==> config.mk <==
export PLATFORM = sky130hd
export DESIGN_NAME = tick_counter16
export DESIGN_NICKNAME = d
export VERILOG_FILES = /design/src/rtl/tc_pkg.sv /design/src/rtl/tc_divider.sv /design/src/rtl/tc_sync_edge.sv /design/src/rtl/tc_tick_mux.sv /design/src/rtl/tick_counter16.sv
export SDC_FILE = /design/constraint.sdc
export NUM_CORES = 1
export LEC_CHECK = 0
export BUFFER_PORTS_ARGS = -buffer_cell sky130_fd_sc_hd__buf_2
export CAP_MARGIN = 20
export CORE_UTILIZATION = 35
export CTS_CLUSTER_SIZE = 16
export DETAILED_ROUTE_END_ITERATION = 10
export PLACE_DENSITY = 0.53
export SYNTH_ARGS = -nofsm -noshare
export SYNTH_HDL_FRONTEND = slang
export SYNTH_HIERARCHICAL = 1
export SYNTH_SLANG_ARGS = --single-unit
==> constraint.sdc <==
create_clock -name clk -period 1.94 [get_ports clk]
set_input_delay 0.194 -clock clk [delete_from_list [all_inputs] [get_ports clk]]
set_output_delay 0.194 -clock clk [all_outputs]
set_load 0.02 [all_outputs]
==> src/rtl/tc_pkg.sv <==
package tc_pkg;
  localparam int CNT_W  = 16;
  localparam int BYTE_W = 8;

  typedef enum logic [2:0] {
    SRC_DIV_SLOW = 3'b000,
    SRC_DIV_FAST = 3'b001,
    SRC_AUX      = 3'b010,
    SRC_PIN_FALL = 3'b011,
    SRC_SYSCLK   = 3'b100,
    SRC_OSC_DIV  = 3'b101
  } src_sel_e;

  localparam logic [1:0] ADDR_LO  = 2'd0;
  localparam logic [1:0] ADDR_HI  = 2'd1;
  localparam logic [1:0] ADDR_CTL = 2'd2;
endpackage

==> src/rtl/tc_divider.sv <==
module tc_divider #(
  parameter int DIV = 12
) (
  input  logic clk,
  input  logic rst_n,
  input  logic en_i,
  output logic tick_o
);
  localparam int W = (DIV > 1) ? $clog2(DIV) : 1;
  localparam logic [W-1:0] LAST = W'(DIV - 1);

  logic [W-1:0] cnt_q, cnt_d;

  always_comb begin
    cnt_d = cnt_q;
    if (en_i) cnt_d = (cnt_q == LAST) ? '0 : cnt_q + 1'b1;
  end

  always_ff @(posedge clk or negedge rst_n) begin
    if (!rst_n) cnt_q <= '0;
    else        cnt_q <= cnt_d;
  end

  assign tick_o = en_i && (cnt_q == LAST);

  generate
    if (DIV > 1) begin : g_gap

      div_gap_chk: assert property (@(posedge clk) disable iff (!rst_n)
        tick_o |=> !tick_o);
    end
  endgenerate
endmodule

==> src/rtl/tc_sync_edge.sv <==
module tc_sync_edge #(
  parameter int STAGES  = 2,
  parameter bit FALLING = 1'b1
) (
  input  logic clk,
  input  logic rst_n,
  input  logic async_i,
  output logic edge_o
);
  logic [STAGES-1:0] sync_q;
  logic              hist_q;

  always_ff @(posedge clk or negedge rst_n) begin
    if (!rst_n) begin
      sync_q <= '0;
      hist_q <= 1'b0;
    end else begin
      sync_q <= {sync_q[STAGES-2:0], async_i};
      hist_q <= sync_q[STAGES-1];
    end
  end

  generate
    if (FALLING) begin : g_fall
      assign edge_o = hist_q && !sync_q[STAGES-1];
    end else begin : g_rise
      assign edge_o = !hist_q && sync_q[STAGES-1];
    end
  endgenerate


  edge_pulse_chk: assert property (@(posedge clk) disable iff (!rst_n)
    edge_o |=> !edge_o);
endmodule

==> src/rtl/tc_tick_mux.sv <==
module tc_tick_mux
  import tc_pkg::*;
(
  input  logic [2:0] sel_i,
  input  logic       slow_i,
  input  logic       fast_i,
  input  logic       aux_i,
  input  logic       pin_i,
  input  logic       osc_i,
  output logic       tick_o
);
  always_comb begin
    case (src_sel_e'(sel_i))
      SRC_DIV_SLOW: tick_o = slow_i;
      SRC_DIV_FAST: tick_o = fast_i;
      SRC_AUX:      tick_o = aux_i;
      SRC_PIN_FALL: tick_o = pin_i;
      SRC_SYSCLK:   tick_o = 1'b1;
      SRC_OSC_DIV:  tick_o = osc_i;
      default:      tick_o = 1'b0;
    endcase
  end
endmodule

==> src/rtl/tick_counter16.sv <==
module tick_counter16
  import tc_pkg::*;
#(
  parameter int SLOW_DIV    = 12,
  parameter int FAST_DIV    = 4,
  parameter int OSC_DIV     = 8,
  parameter int SYNC_STAGES = 2
) (
  input  logic              clk,
  input  logic              rst_n,
  input  logic [1:0]        reg_addr,
  input  logic              reg_rd,
  input  logic              reg_wr,
  input  logic [BYTE_W-1:0] reg_wdata,
  output logic [BYTE_W-1:0] reg_rdata,
  input  logic              aux_tick_i,
  input  logic              ext_pin_i,
  input  logic              ext_osc_i,
  input  logic              idle_i,
  input  logic              mod_irq_en_i,
  input  logic              glb_irq_en_i,
  output logic              irq_o
);
  localparam logic [CNT_W-1:0] CNT_MAX = '1;

  logic slow_tick, fast_tick, pin_fall, osc_rise, osc_tick, src_tick;

  tc_divider #(.DIV(SLOW_DIV)) u_slow (
    .clk(clk), .rst_n(rst_n), .en_i(1'b1), .tick_o(slow_tick));
  tc_divider #(.DIV(FAST_DIV)) u_fast (
    .clk(clk), .rst_n(rst_n), .en_i(1'b1), .tick_o(fast_tick));

  tc_sync_edge #(.STAGES(SYNC_STAGES), .FALLING(1'b1)) u_pin (
    .clk(clk), .rst_n(rst_n), .async_i(ext_pin_i), .edge_o(pin_fall));
  tc_sync_edge #(.STAGES(SYNC_STAGES), .FALLING(1'b0)) u_osc (
    .clk(clk), .rst_n(rst_n), .async_i(ext_osc_i), .edge_o(osc_rise));
  tc_divider #(.DIV(OSC_DIV)) u_oscdiv (
    .clk(clk), .rst_n(rst_n), .en_i(osc_rise), .tick_o(osc_tick));

  logic [2:0] sel_q, sel_d;

  tc_tick_mux u_mux (
    .sel_i(sel_q), .slow_i(slow_tick), .fast_i(fast_tick), .aux_i(aux_tick_i),
    .pin_i(pin_fall), .osc_i(osc_tick), .tick_o(src_tick));

  logic [CNT_W-1:0]  cnt_q, cnt_d;
  logic [BYTE_W-1:0] snap_q, snap_d;
  logic run_q, run_d, flag_q, flag_d, ie_q, ie_d, frz_q, frz_d;
  logic wr_lo, wr_hi, wr_ctl, rd_lo, cnt_adv, wrap;

  assign wr_lo  = reg_wr && (reg_addr == ADDR_LO);
  assign wr_hi  = reg_wr && (reg_addr == ADDR_HI);
  assign wr_ctl = reg_wr && (reg_addr == ADDR_CTL);
  assign rd_lo  = reg_rd && (reg_addr == ADDR_LO);

  assign cnt_adv = run_q && !(frz_q && idle_i) && src_tick && !wr_lo && !wr_hi;
  assign wrap    = cnt_adv && (cnt_q == CNT_MAX);

  always_comb begin
    cnt_d  = cnt_q;
    snap_d = snap_q;
    run_d  = run_q;
    ie_d   = ie_q;
    frz_d  = frz_q;
    sel_d  = sel_q;
    flag_d = flag_q;
    if (wr_lo)        cnt_d[BYTE_W-1:0]     = reg_wdata;
    else if (wr_hi)   cnt_d[CNT_W-1:BYTE_W] = reg_wdata;
    else if (cnt_adv) cnt_d                 = cnt_q + 1'b1;
    if (rd_lo) snap_d = cnt_q[CNT_W-1:BYTE_W];
    if (wr_ctl) begin
      run_d  = reg_wdata[0];
      flag_d = flag_q && reg_wdata[1];
      ie_d   = reg_wdata[2];
      frz_d  = reg_wdata[3];
      sel_d  = reg_wdata[6:4];
    end
    if (wrap) flag_d = 1'b1;
  end

  always_ff @(posedge clk or negedge rst_n) begin
    if (!rst_n) begin
      cnt_q  <= '0;
      snap_q <= '0;
      run_q  <= 1'b0;
      flag_q <= 1'b0;
      ie_q   <= 1'b0;
      frz_q  <= 1'b0;
      sel_q  <= '0;
    end else begin
      cnt_q  <= cnt_d;
      snap_q <= snap_d;
      run_q  <= run_d;
      flag_q <= flag_d;
      ie_q   <= ie_d;
      frz_q  <= frz_d;
      sel_q  <= sel_d;
    end
  end

  always_comb begin
    case (reg_addr)
      ADDR_LO:  reg_rdata = cnt_q[BYTE_W-1:0];
      ADDR_HI:  reg_rdata = snap_q;
      ADDR_CTL: reg_rdata = {1'b0, sel_q, frz_q, ie_q, flag_q, run_q};
      default:  reg_rdata = '0;
    endcase
  end

  assign irq_o = flag_q && ie_q && mod_irq_en_i && glb_irq_en_i;


  wrap_chk: assert property (@(posedge clk) disable iff (!rst_n)
    (cnt_adv && cnt_q == CNT_MAX) |=> (cnt_q == '0 && flag_q));

  sticky_flag_chk: assert property (@(posedge clk) disable iff (!rst_n)
    (flag_q && !(wr_ctl && !reg_wdata[1])) |=> flag_q);

  halt_chk: assert property (@(posedge clk) disable iff (!rst_n)
    (!run_q && !wr_lo && !wr_hi) |=> $stable(cnt_q));

  snap_chk: assert property (@(posedge clk) disable iff (!rst_n)
    rd_lo |=> (snap_q == $past(cnt_q[CNT_W-1:BYTE_W])));

  load_chk: assert property (@(posedge clk) disable iff (!rst_n)
    wr_lo |=> (cnt_q[BYTE_W-1:0] == $past(reg_wdata)));
endmodule

==> run metrics, run 1 <==
total track usage=between 10% and 20%; Critical Path RT=2.12 ns; largest family of logic cells by synthesized area=simple AND/OR/NAND/NOR gates; DRT iter0 DRCs=91; Sink Count=46; Final period util=111.9%; Inserted Clock Buffers=5; Worst Hold Class=input pin to register; Ys Warns=6; Final WS setup=-0.2315 ns; Cell Area, Synth=2355 µm²; antenna violations before repair=0; Critical-path top delay cell=dfrtp_1; FMAX=0.4605 GHz; Worst Hold Depth=3; simple-gate share of the synthesized area=16.79%; vias=1754; Layout area overhead=28.59%; Hold Startpoint=reg_wdata[7]; Peak VDD IR=601.2 µV; Post-Synth XOR/XNOR Area=5.207%; Reg-to-Reg Start=u_oscdiv/cnt_q[1]$_DFFE_PN0P_; Setup CP Type=register to register; Final ANT Viol Nets=0; Slew Limit Headroom=61.81%; failing checks=DRC, setup timing; overall power=3.176 mW; Worst-path clk slew=0.09 ns; Final HPWL DP=3890 µm; CP Data Arrival Time=approximately 2.4 ns; Crit path top cell by count=and2_4; Worst-Margin Slew=about 0.57 ns; synthesized flop and latch total=46; global-route wire length before repair=9025 µm; Core Util, Final=between 40% and 50%; Core ar.=~6400 µm²; TNS Setup=-2.608 ns; num rows=29; slowest stage delay, CP=approximately 0.40 ns; adder-cell share of the synthesized area=2.657%; unrepaired setup endpoints after global routing=true; RD Place Congestion=0.7864; Total Routed Length=approximately 5200 µm; Max-Cap Viols=0; I/O pins=29; Max Slew Vio Count=0; largest net degree at the start of global routing=47; Leak Pwr=1.353 nW; router iterations before antenna repair=7; Die W=84.03 µm; CTS root buffer=clkbuf_8; status=finished, violations left; Tmin final=2.171 ns; die area=7060 µm²; clk_skew=0.005110 ns; die height=84.03 µm; Final Setup Violations=16; Compound-Gate Fraction of Synth Area=10.26%; post-synthesis sequential area ratio=48.88%; share of post-route cells with drive strength above 1=38.11%; Buffers on Ports=28; Hold Fails Final Rpt=0; Post-Syn Area per Cell=10.85 µm²; # DRC=2; reg2reg path depth=12; Clock Latency Late Sink=0.30 ns; Clock Tree Buf Depth=2; Initial Util=a little over a third; CTS tree=yes; Cells after Synth=~220; drt via density=4.832; maximum fanout along the worst path=6; CP endpoint kind=register; nets=310; CTS H-Tree Depth=2; number of diodes=0; Setup crit start=u_oscdiv/cnt_q[1]$_DFFE_PN0P_; worst-path cell chain=ha_2 -> ha_4 -> and2_4 -> or2b_1 -> a21oi_2 -> o21ai_2 -> nand2_2 -> a2111oi_4 -> buf_4 -> and2_4 -> a221oi_2 -> a311oi_1; Power Density=1049 nW/µm²; startpoint types=register; Wirelength per Cell=approximately 14 µm; library cells used by synthesis=38; multiplexer share of the synthesized area=roughly 15%; vias in the first global route=~1800; grt ovf=0
power breakdown:
part | internal [mW] | switching [mW]
Combinational | 0.570 | 0.483
Clock | 0.379 | 0.323
Sequential | 1.21 | 0.215
Total | 2.16 | 1.02
timing repair:
action,in CTS,in global routing
pin swaps,10,0
setup buffers,4,1
gates resized for setup,9,5
endpoints found under the setup margin,17,17
hold endpoints to repair,20,0
hold buffers,3,0
flip-flops by register name (all words and copies together) (netlist names):
| register | count |
|---|---|
| snap_q | 8 |
| ie_q | 1 |
| u_pin/sync_q | 2 |
| u_oscdiv/cnt_q | 3 |
| u_fast/cnt_q | 2 |
| frz_q | 1 |
| flag_q | 1 |
| u_slow/cnt_q | 4 |
| u_pin/hist_q | 1 |
| run_q | 1 |
| cnt_q | 16 |
| sel_q | 3 |
| u_osc/hist_q | 1 |
| u_osc/sync_q | 2 |
worst max-delay path: cells and delay by family (launching register included):
family                   cells  cell delay, ns
AO/OA/AOI/OAI                5            0.53
adder cells (fa/ha/maj)      2            0.35
AND/OR/NAND/NOR              4            0.60
buffers and inverters        1            0.18
flip-flops                   1            0.40
kinds of logic (layout without fill, tap and decap cells):
group	Yosys count	after routing
AND/OR/NAND/NOR	73	73
flip-flops	46	46
AO/OA/AOI/OAI	39	39
multiplexers	31	31
XOR/XNOR	14	14
buffers and inverters	8	68
adder cells (fa/ha/maj)	5	5
other	1	10
metrics by stage:
step | setup WS (ns) | instance area (µm²) | instances | hold slack (ns)
after floorplan | -0.03588 | 2447 | 226 | -0.1016
after global placement | -0.2645 | 2816 | 347 | 0.3037
after detailed placement | -0.3115 | 2816 | 347 | 0.3041
after CTS | -0.2550 | 3010 | 362 | 0.1322
after global routing | -0.4052 | 3028 | 363 | 0.1270
final | -0.2315 | 3028 | 363 | 0.1394
Yosys cell counts:
library cell	number	area (µm²)
a2111oi_4	1	27.53
a211o_1	1	8.760
a211oi_1	1	7.510
a21bo_1	1	10.01
a21oi_1	11	55.05
a221oi_1	1	8.760
a22o_2	1	10.01
a311oi_1	1	8.760
and2_1	3	18.77
and2_2	2	15.01
and2b_1	1	7.510
and3_1	2	12.51
and4_1	2	17.52
buf_2	2	10.01
buf_4	1	7.510
clkbuf_1	3	11.26
conb_1	1	3.750
dfrtp_1	46	1151
ha_1	5	62.56
inv_1	2	7.510
mux2_2	17	191.4
mux2_4	2	30.03
mux2i_1	12	120.1
nand2_1	23	86.33
nand2b_1	1	6.260
nand3_1	9	45.04
nand3b_1	3	22.52
nand4_1	5	31.28
nor2_1	13	48.80
nor2b_1	3	18.77
nor2b_4	2	27.53
nor3_2	1	10.01
nor3b_1	1	7.510
nor3b_2	1	12.51
o21ai_0	17	85.08
o21ai_1	4	20.02
or2b_1	1	7.510
xor2_1	14	122.6
layout by cell type, fill, tap and decap left out, types with 3 or more instances in the layout:
cell | netlist | final
nor2_1 | 13 | 13
o21ai_0 | 17 | 11
nand3_1 | 9 | 4
nand3_2 | 0 | 5
mux2_2 | 17 | 17
nor2b_1 | 3 | 3
clkbuf_8 | 0 | 5
a21oi_1 | 11 | 9
buf_2 | 2 | 28
o21ai_1 | 4 | 8
mux2i_1 | 12 | 12
conb_1 | 1 | 10
xor2_1 | 14 | 14
nand2_1 | 23 | 20
dlygate4sd3_1 | 0 | 3
nand3b_1 | 3 | 3
buf_4 | 1 | 27
nand4_1 | 5 | 5
dfrtp_1 | 46 | 46
per-layer routing:
| metal | routed length (µm) | part of all wire (%) | track usage (%) | up-vias |
|---|---|---|---|---|
| met1 | 2731 | 53 | 24.18 | 829 |
| met5 | 0 | 0 | 0 | - |
| li1 | - | - | - | 890 |
| met2 | 2226 | 43 | 23.62 | 27 |
| met4 | 91 | 1.8 | 6.426 | 0 |
| met3 | 146 | 2.8 | 3.759 | 8 |
worst paths after layout:
path	end	slack [ns]
min in group asynchronous	frz_q$_DFFE_PN0P_	0.50
setup / recovery	cnt_q[15]$_DFFE_PN0P_	-0.23
hold reg to reg	u_osc/sync_q[1]$_DFF_PN0_	0.36
hold / removal	cnt_q[7]$_DFFE_PN0P_	0.14
max in group asynchronous	cnt_q[10]$_DFFE_PN0P_	1.04
setup reg to reg	cnt_q[15]$_DFFE_PN0P_	-0.23
layout make-up:
| cell class | instances | area (µm²) |
|---|---|---|
| Clock inverter | 3 | 40.04 |
| Timing Repair Buffer | 58 | 372.9 |
| Multi-Input combinational cell | 172 | 1291 |
| Clock buffer | 5 | 68.82 |
| Fill cell | 600 | 3395 |
| Tap cell | 77 | 96.34 |
| Sequential cell | 46 | 1151 |
| Inverter | 2 | 7.507 |
Note: power is estimated with default switching activity, not from simulation.
==> run 2: changes to the inputs <==
--- a/config.mk
+++ b/config.mk
@@ -5,12 +5,12 @@
 export SDC_FILE = /design/constraint.sdc
 export NUM_CORES = 1
 export LEC_CHECK = 0
-export BUFFER_PORTS_ARGS = -buffer_cell sky130_fd_sc_hd__buf_2
+export BUFFER_PORTS_ARGS = -buffer_cell sky130_fd_sc_hd__clkbuf_2
 export CAP_MARGIN = 20
 export CORE_UTILIZATION = 35
 export CTS_CLUSTER_SIZE = 16
 export DETAILED_ROUTE_END_ITERATION = 10
-export PLACE_DENSITY = 0.53
+export PLACE_DENSITY = 0.51
 export SYNTH_ARGS = -nofsm -noshare
 export SYNTH_HDL_FRONTEND = slang
 export SYNTH_HIERARCHICAL = 1
==> constraint.sdc (replaced) <==
create_clock -name clk -period 2.1 [get_ports clk]
set_input_delay 0.21 -clock clk [delete_from_list [all_inputs] [get_ports clk]]
set_output_delay 0.21 -clock clk [all_outputs]
set_load 0.02 [all_outputs]
==> run metrics, run 2 (same netlist as run 1, synthesis figures left out) <==
Final Setup Violations=15 (-1); CTS H-Tree Depth=2 (unchanged); clock power share=25.8% (+3.7 points); r2r endpoint=cnt_q[5]$_DFFE_PN0P_; grt ovf=0 (unchanged); max reg flops=16 (unchanged); NetSw=952.4 µW (-6.7%); Internal=2.097 mW (-2.7%); Comb power frac=31.0% (-2.2 points); largest net degree at the start of global routing=30 (-36%); Tmin final=2.236 ns (+0.06434 ns); Post-Layout Cell Count=361 (-0.55%); Filler cells=613 (+2.2%); Hold Fails Final Rpt=0 (unchanged); Flop pwr share=43.3% (-1.4 points); CP endpoint kind=register; commonest non-fill, non-tap cells in the layout=dfrtp_1, clkbuf_2, buf_4; Sink Count=46 (unchanged); global-route wire length before repair=9094 µm (+0.76%); Core ar.=6422 µm² (unchanged); total track usage=16.67% (+0.12 points); clk_skew=0.006563 ns (+0.001453 ns); Top reg by flops=cnt_q; Worst-path clk slew=0.09 ns (about the same); CTS root buffer=clkbuf_8; startpoint types=register; antenna violations before repair=0 (unchanged); die area=7060 µm² (unchanged); Final HPWL DP=3749 µm (-3.6%); vias in the first global route=1822 (+2.3%); CP Data Arrival Time=2.47 ns (+0.12 ns); Worst Hold Depth=1 (-2); vias=1803 (+2.8%); Clock Latency Late Sink=0.30 ns (about the same); Switching Share=31.23% (-0.90 points); placed insts=341 (-1.7%); Hold Startpoint=ext_osc_i; number of diodes=0 (unchanged); Total Routed Length=5358 µm (+3.1%); # DRC=2 (unchanged); status=finished, violations left; Final WS setup=-0.1358 ns (+0.09566 ns); Worst-Margin Slew=0.7606 ns (+0.1877 ns); Buffers on Ports=28 (unchanged); Leak Pwr=1.355 nW (+0.16%); drt via density=4.994 (+3.4%); I/O pins=29 (unchanged); Max-Cap Viols=0 (unchanged); share of post-route cells with drive strength above 1=37.68% (-0.44 points); maximum fanout along the worst path=5 (-1); r2r setup slk=-0.14 ns (+0.10 ns); nets=308 (-0.65%); Final ANT Viol Nets=0 (unchanged); Max Slew Vio Count=0 (unchanged); DRT iter0 DRCs=89 (-2.2%); reg2reg path depth=13 (+1); Inserted Clock Buffers=5 (unchanged); Die W=84.03 µm (unchanged); Clock Tree Buf Depth=2 (unchanged); Reg-to-Reg Start=u_oscdiv/cnt_q[0]$_DFFE_PN0P_; FMAX=0.4473 GHz (-2.9%); Wirelength per Cell=14.84 µm (+3.7%); cell area after placement=2719 µm² (-3.5%); Peak VDD IR=388.4 µV (-35%); Initial Util=36.66% (unchanged); Critical Path RT=2.33 ns (+0.21 ns); CTS tree=yes; Setup CP Type=register to register; Layout area overhead=29.54%; die height=84.03 µm (unchanged); unrepaired setup endpoints after global routing=true; Worst Hold Class=input pin to register; num rows=29 (unchanged); failing checks=DRC, setup timing; pre-CTS setup slack=-0.2349 ns (+0.07666 ns); Worst Hold Endpoint=u_osc/sync_q[0]$_DFF_PN0_; Slew Limit Headroom=49.29% (-13 points); fin area=3050 µm² (+0.74%); Final period util=106.5% (-5.5 points); Power Density=999.6 nW/µm² (-4.7%); most common cell after layout, fill and taps aside=dfrtp_1; RD Place Congestion=0.7374 (-6.2%); Regs by FF count=cnt_q: 16 flops, snap_q: 8 flops, u_slow/cnt_q: 4 flops; router iterations before antenna repair=7 (unchanged)
==> run 2: metal layers <==
metal	global-route usage [%]	vias up	share of wire, %
li1	-	891	-
met3	3.462	4	3.0
met4	4.232	0	0.84
met2	26.23	27	46
met5	0	-	0
met1	23.38	881	50
==> run 2: cell type report <==
class | instances | area, µm² | area share (%)
clock inverters | 3 | 68.82 | 2.256
multi-input cells | 172 | 1299 | 42.58
inverters | 2 | 7.507 | 0.2461
repair buffers | 56 | 359.1 | 11.77
flip-flops and latches | 46 | 1151 | 37.74
well taps | 77 | 96.34 | 3.158
clock buffers | 5 | 68.82 | 2.256
==> run 2: critical path, cell delays in order (launching register included) <==
cell	delay [ns]
dfrtp_1	0.36
ha_2	0.20
ha_4	0.13
and2_4	0.12
or2b_1	0.10
a21oi_2	0.06
o21ai_2	0.17
nand2_2	0.10
a2111oi_4	0.28
buf_4	0.21
buf_4	0.11
nand3_2	0.07
xor2_1	0.15
o21ai_1	0.11
==> run 2: power by group through the flow <==
stage          Combinational [mW]  Clock (mW)  Sequential [mW]
2_1_floorplan               0.552           0             1.29
3_3_place_gp                0.822           0             1.32
3_5_place_dp                0.831           0             1.32
4_1_cts                     0.894       0.807             1.32
5_1_grt                      1.05       0.843             1.36
6_report                    0.944       0.785             1.32
==> run 2: stage by stage <==
step	hold WS [ns]	TNS [ns]	power (mW)	util, %
after floorplan	-0.08559	-0.002855	1.838	-
after global placement	0.3193	-2.393	2.146	42.33
after detailed placement	0.3195	-2.934	2.155	42.33
after CTS	0.003045	-0.7774	3.018	46.21
after global routing	0.002428	-3.606	3.248	47.50
final	0.01530	-1.228	3.049	47.50
==> run 2: timing repair <==
item | CTS | global route
cloned | 1 | 0
buffers inserted | 3 | 6
pin swaps | 4 | 7
endpoints found under the setup margin | 17 | 17
resized for setup | 18 | 8
endpoints found under the hold margin | 14 | 0
hold buffers | 2 | 0
==> run 2: worst max-delay path by stage <==
stage / from / to / slack [ns] / cells past startpoint
2_1_floorplan: u_oscdiv/cnt_q[0]$_DFFE_PN0P_ / cnt_q[11]$_DFFE_PN0P_ / -0.003 / 12
5_1_grt: u_oscdiv/cnt_q[0]$_DFFE_PN0P_ / cnt_q[9]$_DFFE_PN0P_ / -0.31 / 12
3_3_place_gp: u_oscdiv/cnt_q[0]$_DFFE_PN0P_ / cnt_q[8]$_DFFE_PN0P_ / -0.20 / 12
4_1_cts: u_oscdiv/cnt_q[0]$_DFFE_PN0P_ / cnt_q[9]$_DFFE_PN0P_ / -0.12 / 12
3_5_place_dp: u_slow/cnt_q[0]$_DFFE_PN0P_ / cnt_q[13]$_DFFE_PN0P_ / -0.23 / 12
6_report: u_oscdiv/cnt_q[0]$_DFFE_PN0P_ / cnt_q[5]$_DFFE_PN0P_ / -0.14 / 13
==> run 3: changes to the inputs <==
--- a/config.mk
+++ b/config.mk
@@ -10,7 +10,9 @@
 export CORE_UTILIZATION = 35
 export CTS_CLUSTER_SIZE = 16
 export DETAILED_ROUTE_END_ITERATION = 10
+export HOLD_SLACK_MARGIN = 0.08
 export PLACE_DENSITY = 0.51
+export SKIP_LAST_GASP = 1
 export SYNTH_ARGS = -nofsm -noshare
 export SYNTH_HDL_FRONTEND = slang
 export SYNTH_HIERARCHICAL = 1
==> run metrics, run 3 (same netlist as run 1, synthesis figures left out) <==
startpoint types=register; Sink Count=46 (unchanged); die height=84.03 µm (unchanged); Regs by FF count=cnt_q: 16 flops, snap_q: 8 flops, u_slow/cnt_q: 4 flops; reg2reg path depth=13 (unchanged); CTS H-Tree Depth=2 (unchanged); Slew Limit Headroom=49.31% (about the same); Switching Share=31.24% (about the same); clock power share=25.8% (about the same); Comb power frac=31.0% (about the same); vias in the first global route=1813 (-0.49%); Sequential Area=1151 µm² (unchanged); Die W=84.03 µm (unchanged); global-route wire length before repair=9066 µm (-0.31%); total track usage=16.62% (-0.042 points); CTS root buffer=clkbuf_8; most common cell after layout, fill and taps aside=dfrtp_1; WHS=0.1474 ns (+0.1322 ns); largest net degree at the start of global routing=30 (unchanged); num rows=29 (unchanged); clk_skew=0.007174 ns (+0.0006116 ns); Flop pwr share=43.2% (about the same); router iterations before antenna repair=7 (unchanged); share of post-route cells with drive strength above 1=37.19% (-0.48 points); Layout area overhead=29.70%; maximum fanout along the worst path=5 (unchanged); TNS Setup=-1.276 ns (-0.04741 ns); Inserted Clock Buffers=5 (unchanged); drt via density=4.997 (about the same); commonest non-fill, non-tap cells in the layout=dfrtp_1, clkbuf_2, buf_4; DRT iter0 DRCs=86 (-3.4%); CP endpoint kind=register; Tmin final=2.242 ns (+0.006148 ns); failing checks=DRC, setup timing; Filler cells=610 (-0.49%); CTS tree=yes; I/O pins=29 (unchanged); Initial Util=36.66% (unchanged); Worst-path clk slew=0.09 ns (about the same); Wirelength per Cell=14.80 µm (-0.28%); status=finished, violations left; Top reg by flops=cnt_q; CP Data Arrival Time=2.47 ns (about the same); number of diodes=0 (unchanged); unrepaired setup endpoints after global routing=true; Clock Tree Buf Depth=2 (unchanged); Final period util=106.8% (+0.29 points); Max Slew Vio Count=0 (unchanged); Internal=2.097 mW (about the same); vias=1809 (+0.33%); antenna violations before repair=0 (unchanged); Final ANT Viol Nets=0 (unchanged); grt ovf=0 (unchanged); # DRC=2 (unchanged); Multi-input gate area=1292 µm² (-0.48%); Max-Cap Viols=0 (unchanged); Total Routed Length=5358 µm (unchanged); RD Place Congestion=0.7374 (unchanged); Core ar.=6422 µm² (unchanged); Final HPWL DP=3749 µm (unchanged); Final Setup Violations=15 (unchanged); Worst Hold Depth=3 (+2); FMAX=0.4460 GHz (-0.27%); die area=7060 µm² (unchanged); Clock Latency Late Sink=0.30 ns (about the same); nets=309 (+0.32%); Power Density=998.5 nW/µm² (-0.11%); Worst-Margin Slew=0.7604 ns (-0.0002115 ns); Critical Path RT=2.33 ns (about the same); Leak Pwr=1.357 nW (+0.11%); Buffers on Ports=28 (unchanged); Peak VDD IR=388.7 µV (about the same); Hold Fails Final Rpt=0 (unchanged); max reg flops=16 (unchanged); Setup CP Type=register to register; NetSw=952.5 µW (about the same); Final WS setup=-0.1420 ns (-0.006148 ns); Worst Hold Class=input pin to register
[run 3: changes by cell type in the layout (fill, tap and decap cells not counted)]
cell / delta
a221oi_1: +1
a221oi_2: -1
dlygate4sd3_1: +1
[run 3: per-layer routing]
| metal | share of wire [%] | routed length, µm | track usage, % | up-vias |
|---|---|---|---|---|
| met5 | 0 | 0 | 0 | - |
| met1 | 50 | 2693 | 23.38 | 885 |
| met4 | 0.84 | 45 | 4.232 | 0 |
| met2 | 46 | 2467 | 26.08 | 27 |
| met3 | 2.8 | 151 | 3.462 | 4 |
| li1 | - | - | - | 893 |
[run 3: repair_timing]
action                                  in CTS  in global routing
resized for setup                           17                  8
endpoints found under the hold margin       29                  0
setup buffers                                3                  6
cloned                                       1                  0
endpoints found under the setup margin      17                 17
pin swaps                                    4                  8
hold buffers                                 3                  0
[run 3: cell type report]
type / count / area share [%]
timing repair buffer: 57 / 12.09
tap: 77 / 3.154
inverter: 2 / 0.2458
multi-input combinational: 172 / 42.32
clock buffer: 5 / 2.253
sequential: 46 / 37.69
clock inverter: 3 / 2.253
[run 3: through the flow]
step	area (µm²)	power [mW]	cells	setup WS (ns)	util (%)
global placement	2719	2.146	341	-0.1970	42.33
floorplan	2391	1.838	226	-0.002855	-
detailed placement	2719	2.155	341	-0.2349	42.33
global route	3054	3.248	362	-0.3086	47.56
CTS	2972	3.018	356	-0.1187	46.27
finish	3054	3.050	362	-0.1420	47.56
[run 3: worst max-delay path, stage by stage, from the launching register on]
cell       delay, ns
dfrtp_1         0.36
ha_2            0.20
ha_4            0.13
and2_4          0.12
or2b_1          0.10
a21oi_2         0.06
o21ai_2         0.17
nand2_2         0.10
a2111oi_4       0.29
buf_4           0.21
buf_4           0.11
nand3_2         0.07
xor2_1          0.15
o21ai_1         0.11
[run 3: path summary, 6_finish.rpt]
path	startpoint	slack [ns]	end
max	u_oscdiv/cnt_q[0]$_DFFE_PN0P_	-0.14	cnt_q[5]$_DFFE_PN0P_
min	reg_wdata[7]	0.15	cnt_q[7]$_DFFE_PN0P_
max reg2reg	u_oscdiv/cnt_q[0]$_DFFE_PN0P_	-0.14	cnt_q[5]$_DFFE_PN0P_
min reg2reg	u_pin/sync_q[0]$_DFF_PN0_	0.35	u_pin/sync_q[1]$_DFF_PN0_
max in group asynchronous	rst_n	0.96	cnt_q[4]$_DFFE_PN0P_
min in group asynchronous	rst_n	0.51	run_q$_DFFE_PN0P_
[run 3: power groups by stage]
| stage | combinational, mW | clock (mW) | sequential, mW |
|---|---|---|---|
| after floorplan | 0.552 | 0 | 1.29 |
| after global placement | 0.822 | 0 | 1.32 |
| after detailed placement | 0.831 | 0 | 1.32 |
| after CTS | 0.894 | 0.807 | 1.32 |
| after global routing | 1.05 | 0.843 | 1.36 |
| final | 0.945 | 0.786 | 1.32 |
